===== src/rtl/tmr_irq_pkg.sv =====
package tmr_irq_pkg;
  localparam int SRC_N       = 8;
  localparam int IDX_T2_CMP  = 7;
  localparam int IDX_T2_OVF  = 6;
  localparam int IDX_T1_CAP  = 5;
  localparam int IDX_T1_CMPA = 4;
  localparam int IDX_T1_CMPB = 3;
  localparam int IDX_T1_OVF  = 2;
  localparam int IDX_T0_CMP  = 1;
  localparam int IDX_T0_OVF  = 0;

  // next flag value: a set strobe beats any clear
  function automatic logic flag_next(logic cur, logic set, logic clr);
    return set | (cur & ~clr);
  endfunction

  // request gating for one source
  function automatic logic req_gate(logic g, logic e, logic f);
    return g & e & f;
  endfunction

  // direction reversal at bottom: falling last cycle, rising now, count zero
  function automatic logic bottom_turn(logic was_dn, logic is_dn, logic at_zero);
    return was_dn & ~is_dn & at_zero;
  endfunction
endpackage


===== src/rtl/tmr_irq_flag_cell.sv =====
module tmr_irq_flag_cell (
  input  logic clk,
  input  logic rst_n,
  input  logic set_i,
  input  logic clr_i,
  output logic flag_o
);
  import tmr_irq_pkg::*;

  always_ff @(posedge clk or negedge rst_n) begin
    if (!rst_n) flag_o <= 1'b0;
    else        flag_o <= flag_next(flag_o, set_i, clr_i);
  end
endmodule


===== src/rtl/tmr_irq_en_reg.sv =====
module tmr_irq_en_reg #(
  parameter int W = 8
) (
  input  logic         clk,
  input  logic         rst_n,
  input  logic         we_i,
  input  logic [W-1:0] wdata_i,
  output logic [W-1:0] en_o
);
  always_ff @(posedge clk or negedge rst_n) begin
    if (!rst_n)    en_o <= '0;
    else if (we_i) en_o <= wdata_i;
  end
endmodule


===== src/rtl/tmr_irq_updn_det.sv =====
module tmr_irq_updn_det #(
  parameter int CNT_W = 8
) (
  input  logic             clk,
  input  logic             rst_n,
  input  logic             mode_i,
  input  logic             dir_dn_i,
  input  logic [CNT_W-1:0] cnt_i,
  output logic             evt_o
);
  import tmr_irq_pkg::*;

  logic dir_dn_q;

  always_ff @(posedge clk or negedge rst_n) begin
    if (!rst_n) dir_dn_q <= 1'b0;
    else        dir_dn_q <= dir_dn_i;
  end

  assign evt_o = mode_i & bottom_turn(dir_dn_q, dir_dn_i, (cnt_i == '0));
endmodule


===== src/rtl/tmr_irq_ctrl.sv =====
module tmr_irq_ctrl #(
  parameter int SRC_N = tmr_irq_pkg::SRC_N,
  parameter int CNT_W = 8
) (
  input  logic             clk,
  input  logic             rst_n,
  input  logic             reg_wr,
  input  logic             reg_sel,
  input  logic [SRC_N-1:0] reg_wdata,
  output logic [SRC_N-1:0] reg_rdata,
  input  logic [SRC_N-1:0] evt_set,
  input  logic [SRC_N-1:0] ack,
  input  logic             gie,
  input  logic             t2_updn_mode,
  input  logic             t2_dir_dn,
  input  logic [CNT_W-1:0] t2_cnt,
  output logic [SRC_N-1:0] irq
);
  import tmr_irq_pkg::*;

  localparam int OVF_BIT = IDX_T2_OVF;

  logic             flag_we;
  logic             en_we;
  logic             updn_evt;
  logic [SRC_N-1:0] set_vec;
  logic [SRC_N-1:0] clr_vec;
  logic [SRC_N-1:0] flags;
  logic [SRC_N-1:0] en_q;

  assign flag_we = reg_wr & ~reg_sel;
  assign en_we   = reg_wr &  reg_sel;

  tmr_irq_updn_det #(.CNT_W(CNT_W)) u_det (
    .clk      (clk),
    .rst_n    (rst_n),
    .mode_i   (t2_updn_mode),
    .dir_dn_i (t2_dir_dn),
    .cnt_i    (t2_cnt),
    .evt_o    (updn_evt)
  );

  tmr_irq_en_reg #(.W(SRC_N)) u_en (
    .clk     (clk),
    .rst_n   (rst_n),
    .we_i    (en_we),
    .wdata_i (reg_wdata),
    .en_o    (en_q)
  );

  for (genvar i = 0; i < SRC_N; i++) begin : g_src
    if (i == OVF_BIT) begin : g_ovf_sel
      assign set_vec[i] = t2_updn_mode ? updn_evt : evt_set[i];
    end else begin : g_plain
      assign set_vec[i] = evt_set[i];
    end

    assign clr_vec[i] = (flag_we & reg_wdata[i]) | ack[i];

    tmr_irq_flag_cell u_cell (
      .clk    (clk),
      .rst_n  (rst_n),
      .set_i  (set_vec[i]),
      .clr_i  (clr_vec[i]),
      .flag_o (flags[i])
    );

    assign irq[i] = req_gate(gie, en_q[i], flags[i]);
  end

  assign reg_rdata = reg_sel ? en_q : flags;
endmodule


===== config.mk =====
export PLATFORM = sky130hd
export DESIGN_NAME = tmr_irq_ctrl
export DESIGN_NICKNAME = d
export VERILOG_FILES = /design/src/rtl/tmr_irq_pkg.sv /design/src/rtl/tmr_irq_flag_cell.sv /design/src/rtl/tmr_irq_en_reg.sv /design/src/rtl/tmr_irq_updn_det.sv /design/src/rtl/tmr_irq_ctrl.sv
export SDC_FILE = /design/constraint.sdc
export NUM_CORES = 1
export LEC_CHECK = 0
export BUFFER_PORTS_ARGS = -buffer_cell sky130_fd_sc_hd__buf_4
export CORE_UTILIZATION = 44
export CTS_CLUSTER_SIZE = 20
export DETAILED_ROUTE_END_ITERATION = 10
export GPL_TIMING_DRIVEN = 0
export PLACE_DENSITY = 0.89
export SYNTH_ARGS = -nofsm -noshare
export SYNTH_HDL_FRONTEND = slang
export SYNTH_SLANG_ARGS = --single-unit

===== constraint.sdc =====
create_clock -name clk -period 2.2 [get_ports clk]
set_clock_uncertainty 0.05 [all_clocks]
set_input_delay 0.11 -clock clk [delete_from_list [all_inputs] [get_ports clk]]
set_output_delay 0.11 -clock clk [all_outputs]
set_load 0.01 [all_outputs]

==> impl_metrics.yaml, run 1 <==
timing:
  relSlewSlack: 0.8177
  finalSetupViolCount: 0
  finalSetupTns_ns: 0
  max_freq_ghz: 0.7562
  tightestPinTransition_ns: 0.2697
  period_share: 0.6011
  finalHoldViolCount: 0
  grt_setup_unrepaired: "false"
  min_period_ns: 1.322
  slew_violations: 0
pwr:
  p_leak_nw: 0.7445
  p_per_area_nw_per_um2: 537.8
  power_w: 0.0007947
  ir_drop_mv: 0.4424
cts:
  cts-buffers-inserted: 3
  clk_pin_slew_ns: 0.11
  ctsLongestPathBuffers: 2
  cts-root-buf: "clkbuf_4"
  post_cts_buffers: 0
  insertion_delay_ns: 0.30
  h-tree-depth: 1
  cts.sinks: 17
  cts_tree: "built"
floorplan:
  core_sq_um: 1764
  start_util: 0.4780
  die_w_microns: 45.78
  die-height_microns: 45.78
  die_area_sq_um: 2096
  num_rows: 15
  pin_count: 55
placement:
  portBuffers: 54
  dpl.hpwl_microns: 1581
  gp_congestion: 0.6613
  dpl_cell_area_sq_um: 1280
setup_path:
  cp.arrival_ns: 1.16
  crit_path_start_kind: "register"
  reg2reg_depth: 3
  cp-end-kind: "primary output"
  r2r_setup_slack_ns: 1.28
  worstPathRequired_ns: 2.04
  regToRegStartpoint: "u_det.dir_dn_q"
  crit_path_max_fanout: 3
  critPathKind: "reg2out"
  r2r-end: "g_src[6].u_cell.flag_o"
worst_hold_path:
  holdPathStages: 2
  min_path_type: "in2reg"
  worstHoldStart: "reg_wdata[0]"
  holdPathEnd: "u_en.en_o[0]"
logic_synthesis:
  ys_warn_count: 0
  synthTopCellsByArea: "dfrtp_1 (50%), mux2_2 (20%), a31o_1 (7.3%), and3_1 (5.9%), inv_1 (3.6%)"
  synth_fp_nets: 114
  synthesis.instances: 75
  synth_top_cell_by_area: "dfrtp_1"
  yosys.area.top_type_share: 0.5045
  synth.avg_cell_area_sq_um: 11.24
  ys_ff_latch: 17
  synth_cell_types: 16
  yosysSeqAreaShare: 0.5045
  netlist_area_sq_um: 843.3
route:
  avgViaCountPerCell: 5.354
  ant_nets: 0
  drt-pass1-iter-count: 4
  post_drt_wl_per_cell_microns: 16.94
  routed_wl_microns: 2964
  drc: 0
  vias: 937
  first_iter_violations: 24
global_route:
  grt_start_max_net_pins: 18
  grt_pass1_vias: 1067
  grt_usage: 0.3350
  grt-ovfl-total: 0
  grt_pass1_wl_microns: 4719
  antenna_found_initial: 0
layout:
  final_cell_mix: "buf_4 (55), dfrtp_1 (17), dlygate4sd3_1 (17)"
  num_antenna_cells: 0
  drive_above_1_share: 0.5067
  syn_to_final_growth_pct: 75.22
  final_common_cell: "buf_4"
  fin_area_sq_um: 1478
  fin_nets: 190
run_status:
  status: "completed"
flow_run:
  max_cap_viol_count: 0
what timing repair did:
action | CTS | global route
endpoints found under the hold margin | 33 | 0
endpoints found under the setup margin | 0 | 0
hold buffers | 17 | 0
resized for setup | 0 | 0
worst max-delay path: stages, from the launching register on:
cell and delay (ns):
dfrtp_1 0.43, mux2_2 0.28, buf_4 0.14
synth_stat cells:
| library cell | number |
|---|---|
| dfrtp_1 | 17 |
| nor2b_1 | 1 |
| inv_1 | 8 |
| mux2_2 | 15 |
| nor3_1 | 1 |
| nor4b_1 | 2 |
| buf_2 | 1 |
| nand2b_1 | 1 |
| a31o_1 | 7 |
| nand2_2 | 1 |
| nand2_1 | 8 |
| and3_1 | 8 |
| nand3_1 | 2 |
| o21ai_0 | 1 |
| buf_4 | 1 |
| a211o_1 | 1 |
per-layer routing:
| layer | global-route usage | wire (microns) | vias to the layer above |
|---|---|---|---|
| li1 | - | - | 414 |
| met1 | 0.3641 | 1088 | 447 |
| met2 | 0.5429 | 1464 | 57 |
| met3 | 0.08730 | 195 | 19 |
| met4 | 0.2765 | 215 | 0 |
| met5 | 0 | 0 | - |
worst max path at each step:
| stage | startpoint | end | cells past startpoint |
|---|---|---|---|
| 3_5_place_dp | reg_sel | u_en.en_o[4] | 4 |
| 5_1_grt | g_src[1].u_cell.flag_o | reg_rdata[1] | 2 |
| 2_1_floorplan | reg_sel | u_en.en_o[0] | 3 |
| 6_report | u_en.en_o[4] | reg_rdata[4] | 2 |
| 3_3_place_gp | reg_sel | u_en.en_o[5] | 4 |
| 4_1_cts | u_en.en_o[4] | reg_rdata[4] | 2 |
state kept, by name (all words and copies together) (netlist names):
signal / cells
g_src.u_cell.flag_o: 8
u_det.dir_dn_q: 1
u_en.en_o: 8
cells by family (layout without fill, tap and decap cells):
family	Yosys count	after routing	synth area share
compound gates	9	9	0.08902
flops	17	17	0.5045
mux	15	15	0.2003
simple gates	24	24	0.1558
buf+inv	10	85	0.05044
stage by stage:
| stage | worst slack [ns] | cells | utilization | hold slack, ns |
|---|---|---|---|---|
| 6_report | 0.8776 | 175 | 0.8376 | 0.01988 |
| 5_1_grt | 0.8485 | 175 | 0.8376 | 0.03064 |
| 4_1_cts | 0.8991 | 175 | 0.8376 | 0.001328 |
| 3_5_place_dp | 1.079 | 154 | 0.7255 | -0.06664 |
| 3_3_place_gp | 1.084 | 154 | 0.7255 | -0.06644 |
| 2_1_floorplan | 1.284 | 75 | - | -0.2356 |
final cells by class:
class	instances	area (sq um)
repair buffers	71	575.6
flip-flops and latches	17	425.4
multi-input cells	48	375.4
fillers	94	286.5
well taps	25	31.28
inverters	8	30.03
clock buffers	3	22.52
plain buffers	2	12.51
clock inverters	1	5.005
power by group:
group | leakage [nW] | internal [W] | switching, W
clock | 0.0177 | 0.0000680 | 0.000110
sequential | 0.194 | 0.000346 | 0.0000249
combinational | 0.533 | 0.000152 | 0.0000938
Power figures use the tool's default switching activity.
==> inputs of run 2 (changes only) <==
Settings changed: CORE_UTILIZATION 44 to 37, PLACE_DENSITY 0.89 to 0.81.
Clock period 2.2 ns to 1.1 ns, I/O delays scaled along.
==> run 2 against run 1 <==
Net effect:
- clock-buffer cell count grew 1
- the run now ends with setup timing left
- first-iteration DRC count shrank 46%
- routed wire length grew 17%
- final cell count grew 6.9%
- worst setup slack lost 1.0 ns
- sequential cell count is the same
- largest cell class unchanged
- hold slack lost 0.0096 ns
- critical path depth is the same
- largest power group unchanged
==> impl_metrics.yaml, run 2 (synthesis gave the netlist of run 1 again) <==
run_status:
  status: "finished with violations"
  violations: "setup timing"
worst_hold_path:
  holdPathStages: 3
  min_path_type: "in2reg"
  worstHoldStart: "ack[3]"
route:
  vias: 971
  ant_nets: 0
  routed_wl_microns: 3478
  avgViaCountPerCell: 5.193
  drc: 0
  first_iter_violations: 13
  post_drt_wl_per_cell_microns: 18.60
  drt-pass1-iter-count: 4
pwr:
  p_leak_nw: 0.8316
  p_int_w: 0.001247
  p_per_area_nw_per_um2: 1023
  clock_power_share: 0.202
  p_sw_w: 0.0004916
  p_seq_frac: 0.431
  ir_drop_mv: 0.7816
  switching_share: 0.2827
  p_comb_frac: 0.367
setup_path:
  cp_slowest_cell: "dfrtp_1"
  startpoint: "g_src[7].u_cell.flag_o"
  regToRegStartpoint: "u_en.en_o[6]"
  worstPathRequired_ns: 1.00
  slowest_delay_ns: 0.43
  crit_path_max_fanout: 3
  reg2reg_depth: 2
  crit_path_start_kind: "register"
  cp.arrival_ns: 1.13
  cp-end-kind: "primary output"
  critPathKind: "reg2out"
  path_cells: "mux2_4, buf_6"
floorplan:
  start_util: 0.4130
  die_area_sq_um: 2474
  die-height_microns: 49.74
  num_rows: 16
  pin_count: 55
  core_sq_um: 2042
  die_w_microns: 49.74
cts:
  cts-buffers-inserted: 3
  insertion_delay_ns: 0.30
  h-tree-depth: 1
  cts-root-buf: "clkbuf_4"
  ctsLongestPathBuffers: 2
  cts_tree: "built"
  cts.sinks: 17
  clk_pin_slew_ns: 0.10
timing:
  period_share: 1.123
  grt_setup_unrepaired: "true"
  relSlewSlack: 0.8149
  finalSetupViolCount: 13
  tightestPinTransition_ns: 0.2737
  finalSetupTns_ns: -0.9873
  max_freq_ghz: 0.8096
  finalWorstSetupSlack_ns: -0.1352
  min_period_ns: 1.235
  slew_violations: 0
  finalHoldViolCount: 0
layout:
  layout.cells.non_filler: 187
  reg_top3: "g_src.u_cell.flag_o: 8 flops, u_en.en_o: 8 flops, u_det.dir_dn_q: 1 flops"
  drive_above_1_share: 0.5500
  final_cell_mix: "buf_4 (45), dlygate4sd3_1 (22), dfrtp_1 (17)"
  num_antenna_cells: 0
  syn_to_final_growth_pct: 101.5
  fin_nets: 200
  nFillCells: 109
  final_common_cell: "buf_4"
placement:
  dp.cells: 156
  portBuffers: 54
  gp_congestion: 0.6846
  dpl.hpwl_microns: 1586
flow_run:
  max_cap_viol_count: 0
global_route:
  grt-ovfl-total: 0
  grt_start_max_net_pins: 18
  grt_pass1_wl_microns: 4809
  antenna_found_initial: 0
  grt_usage: 0.2665
  grt_pass1_vias: 1064
[run 2: cell types whose count changed in the layout (fill, tap and decap cells not counted), moves of 5 or more]
cell	change
mux2_4	+7
and3_1	-7
buf_4	-10
mux2_2	-7
buf_6	+15
and3_4	+7
dlygate4sd3_1	+5
[run 2: metrics by stage]
stage | worst slack (ns) | instance area, sq um | total power, W | hold WS [ns] | utilization
4_1_cts | -0.1080 | 1583 | 0.001616 | 0.0007702 | 0.7751
5_1_grt | -0.1525 | 1699 | 0.001797 | 0.01519 | 0.8321
3_5_place_dp | 0.01271 | 1282 | 0.001171 | -0.1165 | 0.6281
3_3_place_gp | 0.02712 | 1282 | 0.001156 | -0.1208 | 0.6281
6_report | -0.1352 | 1699 | 0.001739 | 0.01031 | 0.8321
2_1_floorplan | 0.2387 | 843.3 | 0.0009198 | -0.2906 | -
[run 2: path summary, 6_finish.rpt]
| kind | slack [ns] | end |
|---|---|---|
| min reg2reg | 0.50 | g_src[3].u_cell.flag_o |
| min | 0.01 | g_src[3].u_cell.flag_o |
| max reg2reg | 0.09 | u_en.en_o[6] |
| max | -0.14 | reg_rdata[7] |
| max in group asynchronous | 0.72 | u_en.en_o[4] |
| min in group asynchronous | 0.09 | g_src[2].u_cell.flag_o |
[run 2: worst max-delay path: cells and delay by family (launching register included)]
family	cells	cell delay [ns]
mux	1	0.29
buf+inv	1	0.12
flops	1	0.43
[run 2: power by group through the flow]
stage	clock network, W	logic [W]	registers [W]
final	0.000351	0.000639	0.000749
after global routing	0.000367	0.000672	0.000758
after CTS	0.000344	0.000539	0.000734
after detailed placement	0	0.000424	0.000746
after global placement	0	0.000415	0.000741
after floorplan	0	0.000187	0.000733
[run 2: cell type report]
type | count | area (sq um) | area share
multi-input cells | 48 | 451.7 | 0.2658
clock buffers | 4 | 26.28 | 0.01546
inverters | 8 | 30.03 | 0.01767
plain buffers | 2 | 12.51 | 0.007364
well taps | 27 | 33.78 | 0.01988
flip-flops and latches | 17 | 425.4 | 0.2504
repair buffers | 81 | 719.4 | 0.4234
[run 2: repair_timing]
item	in CTS	in global routing
resized for setup	14	18
hold buffers	21	1
endpoints found under the setup margin	16	17
buffers inserted	2	3
pin swaps	6	7
hold endpoints to repair	34	1
[run 2: per-layer routing]
metal  GRT usage  routed length (microns)  vias up
met2      0.4775                     1702       61
li1            -                        -      433
met3     0.06173                      249       15
met1      0.2838                     1372      462
met5           0                        0        -
met4      0.1476                      154        0
